File: src/rtl/intc_pkg.sv
package intc_pkg;
   localparam int NSRC = 5;
   localparam int IDXW = 3;
   localparam int SRC_EXT = 0;
   localparam int SRC_TMR = 1;
   localparam int SRC_ILL = 2;

   typedef enum logic [1:0] {
      ENT_IDLE  = 2'd0,
      ENT_SAVE  = 2'd1,
      ENT_CAUSE = 2'd2
   } ent_state_t;

   // lowest set bit among 0..NSRC-2 wins; otherwise the top index
   function automatic logic [IDXW-1:0] pick_src(input logic [NSRC-1:0] v);
      logic [IDXW-1:0] r;
      r = IDXW'(NSRC - 1);
      for (int i = NSRC - 2; i >= 0; i--)
         if (v[i]) r = IDXW'(i);
      return r;
   endfunction
endpackage

File: src/rtl/intc_countdown.sv
module intc_countdown #(
   parameter int W      = 32,
   parameter bit ENABLE = 1'b1
) (
   input  logic         clk,
   input  logic         rst_n,
   input  logic         load,
   input  logic [W-1:0] load_val,
   output logic         expire
);
   if (W < 2) begin : g_chk_w
      $error("intc_countdown: W must be at least 2");
   end

   if (ENABLE) begin : g_tmr
      logic [W-1:0] cnt;

      always_ff @(posedge clk) begin
         if (!rst_n)              cnt <= '0;
         else if (load)           cnt <= load_val;
         else if (cnt != '0)      cnt <= cnt - 1'b1;
      end

      // pending is set on the same edge the count leaves 1
      assign expire = (cnt == W'(1)) && !load;

      p_timer_step_r2: assert property (@(posedge clk) disable iff (!rst_n)
         (cnt != '0 && !load) |=> (cnt == $past(cnt) - 1'b1));
      p_timer_idle_r2: assert property (@(posedge clk) disable iff (!rst_n)
         (cnt == '0 && !load) |=> (cnt == '0));
   end else begin : g_no_tmr
      logic unused_tmr;
      assign unused_tmr = ^{load, load_val, clk, rst_n};
      assign expire = 1'b0;
   end
endmodule

File: src/rtl/intc_pending.sv
module intc_pending
   import intc_pkg::*;
#(
   parameter bit EN_EXT = 1'b1,
   parameter bit EN_TMR = 1'b1,
   parameter bit EN_ILL = 1'b1
) (
   input  logic            clk,
   input  logic            rst_n,
   input  logic            ext_req,
   input  logic            tmr_expire,
   input  logic            ill_set,
   input  logic [NSRC-1:0] clr,
   output logic [NSRC-1:0] pend
);
   logic [NSRC-1:0] set_v;

   always_comb begin
      set_v          = '0;
      set_v[SRC_EXT] = ext_req    && EN_EXT;
      set_v[SRC_TMR] = tmr_expire && EN_TMR;
      set_v[SRC_ILL] = ill_set    && EN_ILL;
   end

   for (genvar g = 0; g < NSRC; g++) begin : g_bit
      always_ff @(posedge clk) begin
         if (!rst_n)      pend[g] <= 1'b0;
         else if (clr[g]) pend[g] <= 1'b0;
         else if (set_v[g]) pend[g] <= 1'b1;
      end
   end

   p_ext_hold_r3: assert property (@(posedge clk) disable iff (!rst_n)
      (pend[SRC_EXT] && !clr[SRC_EXT]) |=> pend[SRC_EXT]);
   p_rsvd_clear_r6: assert property (@(posedge clk) disable iff (!rst_n)
      !pend[NSRC-1] && !pend[NSRC-2]);
endmodule

File: src/rtl/intc_entry.sv
module intc_entry
   import intc_pkg::*;
#(
   parameter int              XLEN         = 32,
   parameter int              NSHD         = 4,
   parameter logic [XLEN-1:0] HANDLER_ADDR = 16,
   parameter logic [XLEN-1:0] RESET_PC     = 0,
   localparam int             SAW          = $clog2(NSHD)
) (
   input  logic            clk,
   input  logic            rst_n,
   input  logic            boundary,
   input  logic            hit,
   input  logic [XLEN-1:0] cur_pc,
   input  logic [IDXW-1:0] cause,
   input  logic            ret_cmd,
   input  logic            shd_we,
   input  logic [SAW-1:0]  shd_waddr,
   input  logic [XLEN-1:0] shd_wdata,
   input  logic [SAW-1:0]  shd_raddr,
   output logic [XLEN-1:0] shd_rdata,
   output logic            active,
   output logic            take,
   output logic            redirect,
   output logic [XLEN-1:0] redirect_pc
);
   if (NSHD < 2) begin : g_chk_nshd
      $error("intc_entry: at least two shadow registers needed");
   end

   ent_state_t      st;
   logic [XLEN-1:0] pc_hold;
   logic [XLEN-1:0] shd [NSHD];
   logic            accept;
   logic            do_ret;

   assign accept = boundary && hit && !active && (st == ENT_IDLE);
   assign do_ret = ret_cmd && active && (st == ENT_IDLE);
   assign take   = (st == ENT_CAUSE);

   always_ff @(posedge clk) begin
      if (!rst_n) begin
         st      <= ENT_IDLE;
         pc_hold <= '0;
      end else begin
         unique case (st)
            ENT_IDLE:  if (accept) begin
                          st      <= ENT_SAVE;
                          pc_hold <= cur_pc;
                       end
            ENT_SAVE:  st <= ENT_CAUSE;
            default:   st <= ENT_IDLE;
         endcase
      end
   end

   always_ff @(posedge clk) begin
      if (!rst_n) begin
         active      <= 1'b0;
         redirect    <= 1'b0;
         redirect_pc <= RESET_PC;
      end else begin
         redirect <= 1'b0;
         if (st == ENT_SAVE) begin
            active      <= 1'b1;
            redirect    <= 1'b1;
            redirect_pc <= HANDLER_ADDR;
         end else if (do_ret) begin
            active      <= 1'b0;
            redirect    <= 1'b1;
            redirect_pc <= shd[0];
         end
      end
   end

   for (genvar g = 0; g < NSHD; g++) begin : g_shd
      logic ent_wr;
      logic [XLEN-1:0] ent_val;
      if (g == 0) begin : g_ret_addr
         assign ent_wr  = (st == ENT_SAVE);
         assign ent_val = pc_hold;
      end else if (g == 1) begin : g_cause
         assign ent_wr  = take;
         assign ent_val = XLEN'(cause);
      end else begin : g_free
         assign ent_wr  = 1'b0;
         assign ent_val = '0;
      end
      always_ff @(posedge clk) begin
         if (!rst_n)                                  shd[g] <= '0;
         else if (ent_wr)                             shd[g] <= ent_val;
         else if (shd_we && shd_waddr == SAW'(g))     shd[g] <= shd_wdata;
      end
   end

   assign shd_rdata = shd[shd_raddr];

   p_entry_redirect_r5: assert property (@(posedge clk) disable iff (!rst_n)
      (st == ENT_SAVE) |=> (redirect && redirect_pc == HANDLER_ADDR && active));
   p_no_nest_r7: assert property (@(posedge clk) disable iff (!rst_n)
      (st == ENT_IDLE && active) |=> (st != ENT_SAVE));
   p_ret_clears_r8: assert property (@(posedge clk) disable iff (!rst_n)
      do_ret |=> (!active && redirect));
   p_redirect_pulse_r11: assert property (@(posedge clk) disable iff (!rst_n)
      (st == ENT_SAVE) |=> ##1 !redirect);
endmodule

File: src/rtl/intc_timer_unit.sv
module intc_timer_unit
   import intc_pkg::*;
#(
   parameter int              XLEN         = 32,
   parameter logic [XLEN-1:0] HANDLER_ADDR = 16,
   parameter logic [XLEN-1:0] RESET_PC     = 0,
   parameter bit              EN_EXT       = 1'b1,
   parameter bit              EN_TMR       = 1'b1,
   parameter bit              EN_ILL       = 1'b1
) (
   input  logic            clk,
   input  logic            rst_n,
   input  logic            ext_req,
   input  logic            ill_strobe,
   input  logic            boundary,
   input  logic [XLEN-1:0] cur_pc,
   input  logic            mask_we,
   input  logic [NSRC-1:0] mask_wdata,
   input  logic            tmr_load,
   input  logic [XLEN-1:0] tmr_wdata,
   input  logic            ret_cmd,
   input  logic            shd_we,
   input  logic [1:0]      shd_waddr,
   input  logic [XLEN-1:0] shd_wdata,
   input  logic [1:0]      shd_raddr,
   output logic [XLEN-1:0] shd_rdata,
   output logic            req,
   output logic            in_handler,
   output logic            redirect,
   output logic [XLEN-1:0] redirect_pc,
   output logic            halt
);
   if (XLEN < 8) begin : g_chk_xlen
      $error("intc_timer_unit: XLEN too small");
   end
   if (HANDLER_ADDR[1:0] != 2'b00 || RESET_PC[1:0] != 2'b00) begin : g_chk_align
      $error("intc_timer_unit: addresses must be word aligned");
   end

   logic [NSRC-1:0] mask;
   logic [NSRC-1:0] pend;
   logic [NSRC-1:0] clr;
   logic [IDXW-1:0] cause;
   logic            tmr_expire;
   logic            ill_trap;
   logic            take;
   logic            hit;

   always_ff @(posedge clk) begin
      if (!rst_n)       mask <= '0;
      else if (mask_we) mask <= mask_wdata;
   end

   intc_countdown #(.W(XLEN), .ENABLE(EN_TMR)) i_tmr (
      .clk(clk), .rst_n(rst_n), .load(tmr_load), .load_val(tmr_wdata),
      .expire(tmr_expire));

   assign ill_trap = ill_strobe && EN_ILL && mask[SRC_ILL] && !in_handler;

   intc_pending #(.EN_EXT(EN_EXT), .EN_TMR(EN_TMR), .EN_ILL(EN_ILL)) i_pend (
      .clk(clk), .rst_n(rst_n), .ext_req(ext_req), .tmr_expire(tmr_expire),
      .ill_set(ill_trap), .clr(clr), .pend(pend));

   assign hit   = |(pend & mask);
   assign cause = pick_src(pend & mask);
   assign clr   = take ? (NSRC'(1) << cause) : '0;
   assign req   = hit && !in_handler;

   intc_entry #(
      .XLEN(XLEN), .NSHD(4), .HANDLER_ADDR(HANDLER_ADDR), .RESET_PC(RESET_PC)
   ) i_entry (
      .clk(clk), .rst_n(rst_n), .boundary(boundary), .hit(hit),
      .cur_pc(cur_pc), .cause(cause), .ret_cmd(ret_cmd),
      .shd_we(shd_we), .shd_waddr(shd_waddr), .shd_wdata(shd_wdata),
      .shd_raddr(shd_raddr), .shd_rdata(shd_rdata),
      .active(in_handler), .take(take),
      .redirect(redirect), .redirect_pc(redirect_pc));

   always_ff @(posedge clk) begin
      if (!rst_n)                       halt <= 1'b0;
      else if (ill_strobe && !ill_trap) halt <= 1'b1;
   end

   p_halt_sticky_r9: assert property (@(posedge clk) disable iff (!rst_n)
      halt |=> halt);
   p_ill_halts_r9: assert property (@(posedge clk) disable iff (!rst_n)
      (ill_strobe && !mask[SRC_ILL]) |=> halt);
   p_take_onehot_r6: assert property (@(posedge clk) disable iff (!rst_n)
      $onehot0(clr));
endmodule

File: config.mk
export PLATFORM = sky130hd
export DESIGN_NAME = intc_timer_unit
export DESIGN_NICKNAME = d
export VERILOG_FILES = /design/src/rtl/intc_pkg.sv /design/src/rtl/intc_countdown.sv /design/src/rtl/intc_pending.sv /design/src/rtl/intc_entry.sv /design/src/rtl/intc_timer_unit.sv
export SDC_FILE = /design/constraint.sdc
export NUM_CORES = 1
export LEC_CHECK = 0
export BUFFER_PORTS_ARGS = -buffer_cell sky130_fd_sc_hd__clkbuf_2
export CAP_MARGIN = 20
export CORE_ASPECT_RATIO = 0.6
export CORE_MARGIN = 2
export CORE_UTILIZATION = 50
export DETAILED_ROUTE_END_ITERATION = 16
export MAX_ROUTING_LAYER = met4
export PLACE_DENSITY = 0.76
export SETUP_SLACK_MARGIN = 0.05
export SLEW_MARGIN = 20
export SYNTH_ARGS = -nofsm -noshare
export SYNTH_HDL_FRONTEND = slang
export SYNTH_SLANG_ARGS = --single-unit
File: constraint.sdc
create_clock -name clk -period 4.1 [get_ports clk]
set_clock_uncertainty 0.1 [all_clocks]
set_input_delay 0.615 -clock clk [delete_from_list [all_inputs] [get_ports clk]]
set_output_delay 0.615 -clock clk [all_outputs]
set_load 0.01 [all_outputs]
Word level (Yosys, flattened, before mapping)
Memory sizes are Yosys's and may differ from the RTL's.
Cells that the tools add are included.
Cells by class
  bitwise operators: 8
  $add $sub $neg: 1
  equality and inequality tests: 7
  muxes and demuxes: 42
  shift-type cells: 1
  reductions and logical operators: 28
Operators with widths (number)
  two-way mux 32 bit: 8
  equality test 32 x 1 -> 1 bit (second input constant): 1
  nonzero test 32 bit: 1
  subtractor 32 x 1 -> 32 bit (second input constant): 1
  two-way mux 1 bit: 25
  two-way mux 3 bit: 5
  logical AND 1 bit: 14
  two-way mux 5 bit: 2
  OR reduction 2 bit: 4
  equality test 2 bit (second input constant): 3
  OR 1 bit: 6
  AND 3 x 5 -> 5 bit: 1
  OR reduction 5 bit: 1
  equality test 2 x 1 -> 1 bit (second input constant): 2
  logical NOT 2 bit: 2
  one-hot mux 2 bit (2 select lines): 1
  nonzero test 2 bit: 2
  logical NOT 1 bit: 3
  left shift 1 x 3 -> 3 bit (first input constant): 1
  two-way mux 2 bit: 1
  inequality test 2 x 1 -> 1 bit (second input constant): 1
  AND reduction 2 bit: 1
  NOT 1 bit: 1
Word-level totals
  RAM bits: 128
  register bits after elaboration: 109
  input bits: 114
  output and inout bits: 68
  memories kept: 1
  word-level logic and storage cells: 100
Memory list
  i_entry.shd: words 4, width 32, read ports 2, clocked after Yosys merged registers in 0, write ports 4, RTL line intc_entry.sv:33  | logic [XLEN-1:0] shd [NSHD];

Longest topological paths before layout
Gate-level depths: netlist (run 1).
  word-level depth: 8
  depth in mapped cells: 8
  mapped depth without buffers: 7

Cells and area by module
Synthesis (run 1) repeated with hierarchy kept, for this count alone.
Unflattened totals
  cell total of the unflattened synthesis: 904
  area, all modules: 10740.3 um2
Modules (own cells, without submodules)
  intc_entry: area each 8300.5 um2, seq. area each 5205.0 um2, instances 1, cells each 618
  intc_countdown: area each 1981.9 um2, seq. area each 640.6 um2, instances 1, cells each 234
  intc_timer_unit: area each 330.3 um2, seq. area each 120.1 um2, instances 1, cells each 40
  intc_pending: area each 127.6 um2, seq. area each 60.1 um2, instances 1, cells each 12

Worst setup path after synthesis (run 1)
Ideal clock, no wire load.
  kind: input-to-reg
  start point: input shd_waddr[1]
  end point: memory i_entry.shd[2][0] (enable)
  slack: 0.596 ns
  required time: 3.534 ns
  buffers on the path: 0
  data arrival time: 2.938 ns
  setup time: 0.466 ns
  stages on the path: 2
  cell sequence: nand2_1 o21ai_0
RTL lines
  start: declaration: RTL line intc_timer_unit.sv:23  | input logic [1:0] shd_waddr,
  end: declaration: RTL line intc_entry.sv:33

Worst setup path after layout (run 1)
  start point: register i_tmr.g_tmr.cnt[0]
  end point: register i_tmr.g_tmr.cnt[3]
Between the ends
  cells in the longest elaborated chain, start to end: 3
  elaborated cells on any way between the ends: 5
  classes of those cells: add/sub: 1; mux: 2; reduce/logical: 2
RTL lines
  start: declaration: RTL line intc_countdown.sv:16  | logic [W-1:0] cnt;
  start signal: assignment: RTL line intc_countdown.sv:20  | else if (load) cnt <= load_val;
  start signal: assignment: RTL line intc_countdown.sv:21  | else if (cnt != '0) cnt <= cnt - 1'b1;
  subtractor 32 x 1 -> 32 bit: RTL line intc_countdown.sv:21
  two-way mux 32 bit: RTL line intc_countdown.sv:21
  two-way mux 32 bit: RTL line intc_countdown.sv:20
Several ways; a longest one is shown, not always the timed one. The select of a mux whose other input is x is not followed.
A chain may end at the register's enable or synchronous reset.

==> summary.txt, run 1 <==
drt initial violations -> 552
WL final -> 25.4 mm
cells on worst reg2reg path -> 7
Final Hold Vio Count -> 0
Chip Width -> 188 um
most used routing layer -> met2
area of the mapped netlist -> 10200 um^2
post-synth net total -> 989
sum of net half-perimeters after detailed placement -> 16.5 mm
IO Count -> 182
antenna violations before repair -> 1
period utilization -> 78.1%
Area Overhead vs Synth -> 18.4%
Clk Tree Root Cell -> clkbuf_16
sequential cell area fraction in the yosys report -> 58.9%
Remaining Overflow, GRT -> 0
actual transition at the worst max-transition pin -> 1.05 ns
share of the synthesized area in compound gates (AO/OA/AOI/OAI) -> 10.7%
kind of start point of the critical path -> flop
initial core utilization -> 50.9%
number of synthesized flops with an enable pin -> 128
share of cell area taken by muxes after synthesis -> 7.38%
timing-limited maximum frequency -> 312 MHz
pin count of the biggest net entering global routing -> 52
flip-flop cell with the highest count after synthesis -> edfxtp_1
fraction of layout instances using a drive strength above 1 -> 27.1%
register clock-pin slew on the reported worst setup and hold paths -> 0.06 ns
GRT met1 Usage -> 35.5%
required time at the endpoint of the critical path -> 4.40 ns
number of CTS-inserted buffers -> 22
# H-tree levels -> 1
met3 Resource Use GR -> 3.68%
register bit count reported by yosys -> 235
power per cell area -> 428 nW/um^2
Std-Cell Core Area -> 20000 um^2
buffers from clock root to sink, at most -> 3
post-synthesis xor/xnor area fraction -> 2.24%
share of flip-flops with an asynchronous set or reset after synthesis -> 0%
crit end category -> flop
instance count along the most critical hold path -> 3
startpoint of the worst register-to-register path -> i_tmr.g_tmr.cnt[0]
flop-to-flop setup slack -> 0.90 ns
Power Total -> 5150 uW
arithmetic-cell share of the synthesized area counting full adders, half adders and majority gates -> 0.246%
accumulated negative setup slack -> 0 ns
number of detailed-routing iterations run before antenna repair -> 5
synthesized instance count -> 873
final count of pins violating max slew -> 0
total of hold buffers inserted after clock tree synthesis -> 0
Worst slew margin -> 29.8%
total global-route track usage -> 24.5%
PostCTS Resize Cnt -> 0
DR WL/cell -> 19.3 um
setup repair bufs after CTS -> 0
total area of multi-input combinational cells -> 4000 um^2
time the final worst path needs with I/O delays and setup -> 3.20 ns
Mapped Avg Cell Area -> 11.7 um^2
clock tree from TritonCTS -> yes
Worst Path Arrival -> 3.50 ns
clock latency reported for the late side of the worst-skew pair -> 0.51 ns
Post-Synth Simple-Gate Area -> 18.3%
static leakage -> 0.00453 uW
Buffers on Ports -> 179
# nets final -> 1146
number of global-route vias before repair -> 7026
met2 usage in global routing -> 37.0%
final setup violation count -> 0
Critical R2R Capture -> i_tmr.g_tmr.cnt[3]
sink of the worst hold path -> i_tmr.g_tmr.cnt[14]
setup repair after global routing missed its margin -> false
status -> finished clean
number of max-cap violations -> 0
Total Die Area -> 21500 um^2
Unique masters post-synth -> 52
launch point of the worst hold path -> tmr_wdata[14]
via/cell ratio -> 5.53
wire length of the first global-routing pass -> 39.4 mm
sink count of the clock tree -> 235
DRC violations left -> 0
Register Area -> 5990 um^2
filler instances -> 1672
main combinational cell family by area after synthesis -> simple AND/OR/NAND/NOR gates
Warnings, synthesis -> 0
Max Fanout on Critical Path -> 13
vias -> 7303
overall die height -> 114 um
number of core rows -> 40
number of nets with antenna violations after detailed routing -> 0
final estimated routing congestion in global placement -> 0.867
worst hold-check path type -> primary input to flop
maximum resistive drop on vdd -> 382 uV
critical setup path kind -> flop to flop
==> registers in the layout, indices dropped and copies added (netlist names) <==
| name | cells |
|---|---|
| i_entry.redirect | 1 |
| i_entry.st | 2 |
| i_entry.shd | 128 |
| halt | 1 |
| i_pend.pend | 3 |
| i_entry.active | 1 |
| i_tmr.g_tmr.cnt | 32 |
| mask | 3 |
| i_entry.redirect_pc | 32 |
| i_entry.g_shd.ent_val | 32 |
==> per-stage QoR <==
stage	util, %	hold slack, ns	setup slack, ns	area, um^2	cells
6_report	60.3	0.201	0.897	12000	1321
5_1_grt	60.3	0.217	0.569	12000	1320
4_1_cts	60.3	0.190	0.943	12000	1319
3_5_place_dp	56.8	0.346	0.959	11300	1279
3_3_place_gp	56.8	0.340	1.06	11300	1279
2_1_floorplan	-	0.344	0.596	10200	873
==> worst max-delay path by stage <==
stage                     cells after the start          startpoint  slack [ns]                  to
final                                         7  i_tmr.g_tmr.cnt[0]        0.90  i_tmr.g_tmr.cnt[3]
after global routing                          7  i_tmr.g_tmr.cnt[0]        0.57  i_tmr.g_tmr.cnt[3]
after CTS                                     7  i_tmr.g_tmr.cnt[0]        0.94  i_tmr.g_tmr.cnt[3]
after detailed placement                      7  i_tmr.g_tmr.cnt[0]        0.96  i_tmr.g_tmr.cnt[3]
after global placement                        7  i_tmr.g_tmr.cnt[0]        1.06  i_tmr.g_tmr.cnt[3]
after floorplan                               2        shd_waddr[1]        0.60   i_entry.shd[2][0]
==> where the power goes <==
part	switching [uW]	internal [uW]
Clock	879	1090
Combinational	290	217
Sequential	65.9	2600
==> cell usage in the layout (no fill, tap or decap), types with 7 or more instances in the layout <==
cell,netlist,layout
nand2_1,165,164
clkbuf_1,51,8
nor4_2,7,7
nor3_1,8,8
clkbuf_16,0,23
nor2b_1,9,9
edfxtp_1,128,128
or3_1,7,7
nor4_1,7,7
mux4_2,32,32
clkbuf_2,0,179
o21ai_0,21,20
nor2_1,19,18
a21oi_1,39,39
and2_1,101,100
dfxtp_1,107,107
a21boi_0,32,32
a22o_1,32,32
nand3_1,10,7
buf_4,0,9
xnor2_1,21,21
==> worst max-delay path: stages (launching register included) <==
cell and delay [ns]:
dfxtp_1 0.35, inv_1 0.11, ha_1 0.19, nor3b_1 0.58, nand4_1 0.63, nor3_2 0.77
o21ai_0 0.19, and2_1 0.18
==> synthesized netlist by cell type (all sizes together), types with 4 or more instances <==
master | number | area [um^2]
nor2b | 9 | 56.3
nor2 | 19 | 71.3
nor3 | 10 | 60.1
and2 | 102 | 638
inv | 4 | 15.0
xor2 | 5 | 43.8
edfxtp | 128 | 3840
clkbuf | 51 | 191
nand2 | 165 | 619
a21oi | 39 | 195
xnor2 | 21 | 184
o21ai | 26 | 130
nand2b | 5 | 31.3
a211oi | 8 | 75.1
or3 | 7 | 43.8
nor4 | 16 | 174
o31ai | 6 | 50.1
a21boi | 32 | 240
nand3 | 10 | 50.1
mux4 | 32 | 721
a22o | 32 | 280
buf | 6 | 31.3
dfxtp | 107 | 2140
==> cell type report <==
cell class | instances | area share (%)
Multi-Input combinational cell | 577 | 33.2
Clock inverter | 6 | 0.343
Timing Repair Buffer | 190 | 8.33
Antenna cell | 2 | 0.0416
Clock buffer | 34 | 5.37
Sequential cell | 235 | 49.7
Inverter | 4 | 0.125
Tap cell | 273 | 2.84
==> kinds of logic after synthesis <==
group | count (synthesis)
multiplexers | 35
flip-flops | 235
buffers and inverters | 61
XOR/XNOR | 26
AO/OA/AOI/OAI | 156
adder cells (fa/ha/maj) | 2
AND/OR/NAND/NOR | 358
==> metal layers <==
layer | vias to the layer above | wire length [um]
li1 | 3458 | -
met1 | 3576 | 12200
met2 | 240 | 11200
met3 | 29 | 1640
met4 | 0 | 444
met5 | - | 0
No activity file was read; power rests on OpenSTA's default activity.
==> run 2: changes to the inputs <==
--- a/config.mk
+++ b/config.mk
@@ -12,7 +12,7 @@
 export CORE_UTILIZATION = 50
 export DETAILED_ROUTE_END_ITERATION = 16
 export MAX_ROUTING_LAYER = met4
-export PLACE_DENSITY = 0.76
+export PLACE_DENSITY = 0.79
 export SETUP_SLACK_MARGIN = 0.05
 export SLEW_MARGIN = 20
 export SYNTH_ARGS = -nofsm -noshare
==> constraint.sdc (replaced) <==
create_clock -name clk -period 2.72 [get_ports clk]
set_clock_uncertainty 0.1 [all_clocks]
set_input_delay 0.408 -clock clk [delete_from_list [all_inputs] [get_ports clk]]
set_output_delay 0.408 -clock clk [all_outputs]
set_load 0.01 [all_outputs]
==> run 2 against run 1 <==
First-iteration DRC count grew 24%. Clock power grew 64%. Clock-buffer cell count shrank 8. Worst setup slack lost 0.46 ns. Core utilization grew 1.7 points. Combinational power grew 59%. Cell count grew 2.0%. Routed wire length grew 1.1%. Hold slack lost 0.18 ns. Sequential share of layout area shrank 1.4 points.
==> summary.txt, run 2 (synthesis results as in run 1) <==
time the final worst path needs with I/O delays and setup -> 2.28 ns
antenna violations before repair -> 0
sum of net half-perimeters after detailed placement -> 17.4 mm
final setup violation count -> 0
DR WL/cell -> 19.1 um
leading cell type in the layout, fill and taps excluded -> clkbuf_2
clock tree from TritonCTS -> yes
number of core rows -> 40
actual transition at the worst max-transition pin -> 0.995 ns
Area Overhead vs Synth -> 21.8%
final estimated routing congestion in global placement -> 0.886
via/cell ratio -> 5.50
maximum resistive drop on vdd -> 436 uV
initial core utilization -> 50.9%
timing-limited maximum frequency -> 439 MHz
buffers from clock root to sink, at most -> 3
wire length of the first global-routing pass -> 39.6 mm
critical setup path kind -> flop to flop
Critical R2R Capture -> i_tmr.g_tmr.cnt[28]
Buffers on Ports -> 179
# H-tree levels -> 1
pin count of the biggest net entering global routing -> 34
setup repair bufs after CTS -> 0
status -> finished clean
drt initial violations -> 685
Chip Width -> 188 um
required time at the endpoint of the critical path -> 3.05 ns
vias -> 7414
launch point of the worst hold path -> tmr_wdata[17]
biggest cell delay along the critical path -> 0.34 ns
total global-route track usage -> 24.7%
crit end category -> flop
PostCTS Resize Cnt -> 0
register clock-pin slew on the reported worst setup and hold paths -> 0.07 ns
Std-Cell Core Area -> 20000 um^2
clock latency reported for the late side of the worst-skew pair -> 0.51 ns
Max Fanout on Critical Path -> 8
cells on worst reg2reg path -> 8
number of global-route vias before repair -> 7092
instance count along the most critical hold path -> 3
IO Count -> 182
sink of the worst hold path -> i_tmr.g_tmr.cnt[17]
total area of multi-input combinational cells -> 4000 um^2
WL final -> 25.7 mm
static leakage -> 0.00472 uW
sink count of the clock tree -> 235
number of CTS-inserted buffers -> 22
worst hold-check path type -> primary input to flop
kind of start point of the critical path -> flop
startpoint of the worst register-to-register path -> i_tmr.g_tmr.cnt[0]
Most flops, register -> i_entry.shd
filler instances -> 1594
number of nets with antenna violations after detailed routing -> 0
Final Hold Vio Count -> 0
Worst slew margin -> 33.4%
cell breakdown of the critical path -> inv_1 > ha_1 > nor3b_1 > nand4_1 > buf_4 > nor4_2 > xnor2_1 > a211oi_2
period utilization -> 83.8%
power per cell area -> 651 nW/um^2
max reg flops -> 128
Cell Count, Final, Fillers Out -> 1348
accumulated negative setup slack -> 0 ns
DRC violations left -> 0
flop-to-flop setup slack -> 0.44 ns
# nets final -> 1176
Clk Tree Root Cell -> clkbuf_16
slowest cell on the critical path -> dfxtp_1
setup repair after global routing missed its margin -> false
number of detailed-routing iterations run before antenna repair -> 7
final count of pins violating max slew -> 0
number of max-cap violations -> 0
Register Area -> 5990 um^2
fraction of layout instances using a drive strength above 1 -> 28.5%
Total Die Area -> 21500 um^2
Remaining Overflow, GRT -> 0
overall die height -> 114 um
beginning of the critical path -> i_tmr.g_tmr.cnt[0]
commonest cells after routing, fill and taps aside -> 179 x clkbuf_2, 164 x nand2_1, 128 x edfxtp_1
Worst Path Arrival -> 2.61 ns
diode insertion count for antenna repair -> 0
number of placed instances with taps included -> 1300
[run 2: cell types whose count changed in the layout (fill, tap and decap cells not counted), moves of 3 or more]
cell and delta:
buf_4 +18, dlygate4sd3_1 +9, clkbuf_1 -5, bufinv_16 +4, buf_12 +3
[run 2: per-stage QoR]
stage | area [um^2] | setup slack [ns] | hold slack (ns) | utilization (%) | total power (uW)
2_1_floorplan | 10200 | 0.288 | 0.344 | - | 4540
3_3_place_gp | 11500 | 0.492 | 0.341 | 57.8 | 4870
3_5_place_dp | 11500 | 0.446 | 0.349 | 57.8 | 4900
4_1_cts | 12400 | 0.422 | 0.00106 | 62.0 | 8090
5_1_grt | 12400 | 0.263 | 0.0290 | 62.0 | 8320
6_report | 12400 | 0.441 | 0.0176 | 62.0 | 8060
[run 2: area by class of cell]
cell class	count	share of cell area, %
Clock buffer	26	4.65
Clock inverter	13	1.40
Inverter	4	0.121
Multi-Input combinational cell	577	32.3
Sequential cell	235	48.3
Tap cell	273	2.76
Timing Repair Buffer	220	10.4
[run 2: worst max-delay path by stage]
stage	end	depth (start not counted)
2_1_floorplan	i_entry.shd[2][0]	2
3_3_place_gp	i_tmr.g_tmr.cnt[28]	8
3_5_place_dp	i_tmr.g_tmr.cnt[28]	8
4_1_cts	i_tmr.g_tmr.cnt[28]	8
5_1_grt	i_tmr.g_tmr.cnt[28]	8
6_report	i_tmr.g_tmr.cnt[28]	8
[run 2: critical path, delay by kind of cell (launching register included)]
kind	cells	cell delay [ns]
xor+xnor	1	0.11
compound gates	1	0.21
fa+ha+maj	1	0.19
flops	1	0.34
simple gates	3	0.86
buf+inv	2	0.39
[run 2: what timing repair did]
item / 4_1_cts / 5_1_grt
endpoints found under the hold margin: 9 / 0
hold buffers: 9 / 0
setup endpoints to repair: 0 / 0
[run 2: report_power, final]
group	leakage (uW)	internal [uW]	switching (uW)	total, uW
Combinational	0.00218	363	444	807
Sequential	0.00218	3920	101	4030
Clock	0.000363	1900	1330	3230
[run 2: metal layers]
layer / GRT usage (%) / vias up / part of all wire (%)
met5: - / - / 0
met4: 4.93 / 0 / 1.7
met3: 3.74 / 34 / 7.9
met2: 37.4 / 304 / 44
met1: 35.7 / 3567 / 46
li1: - / 3509 / -
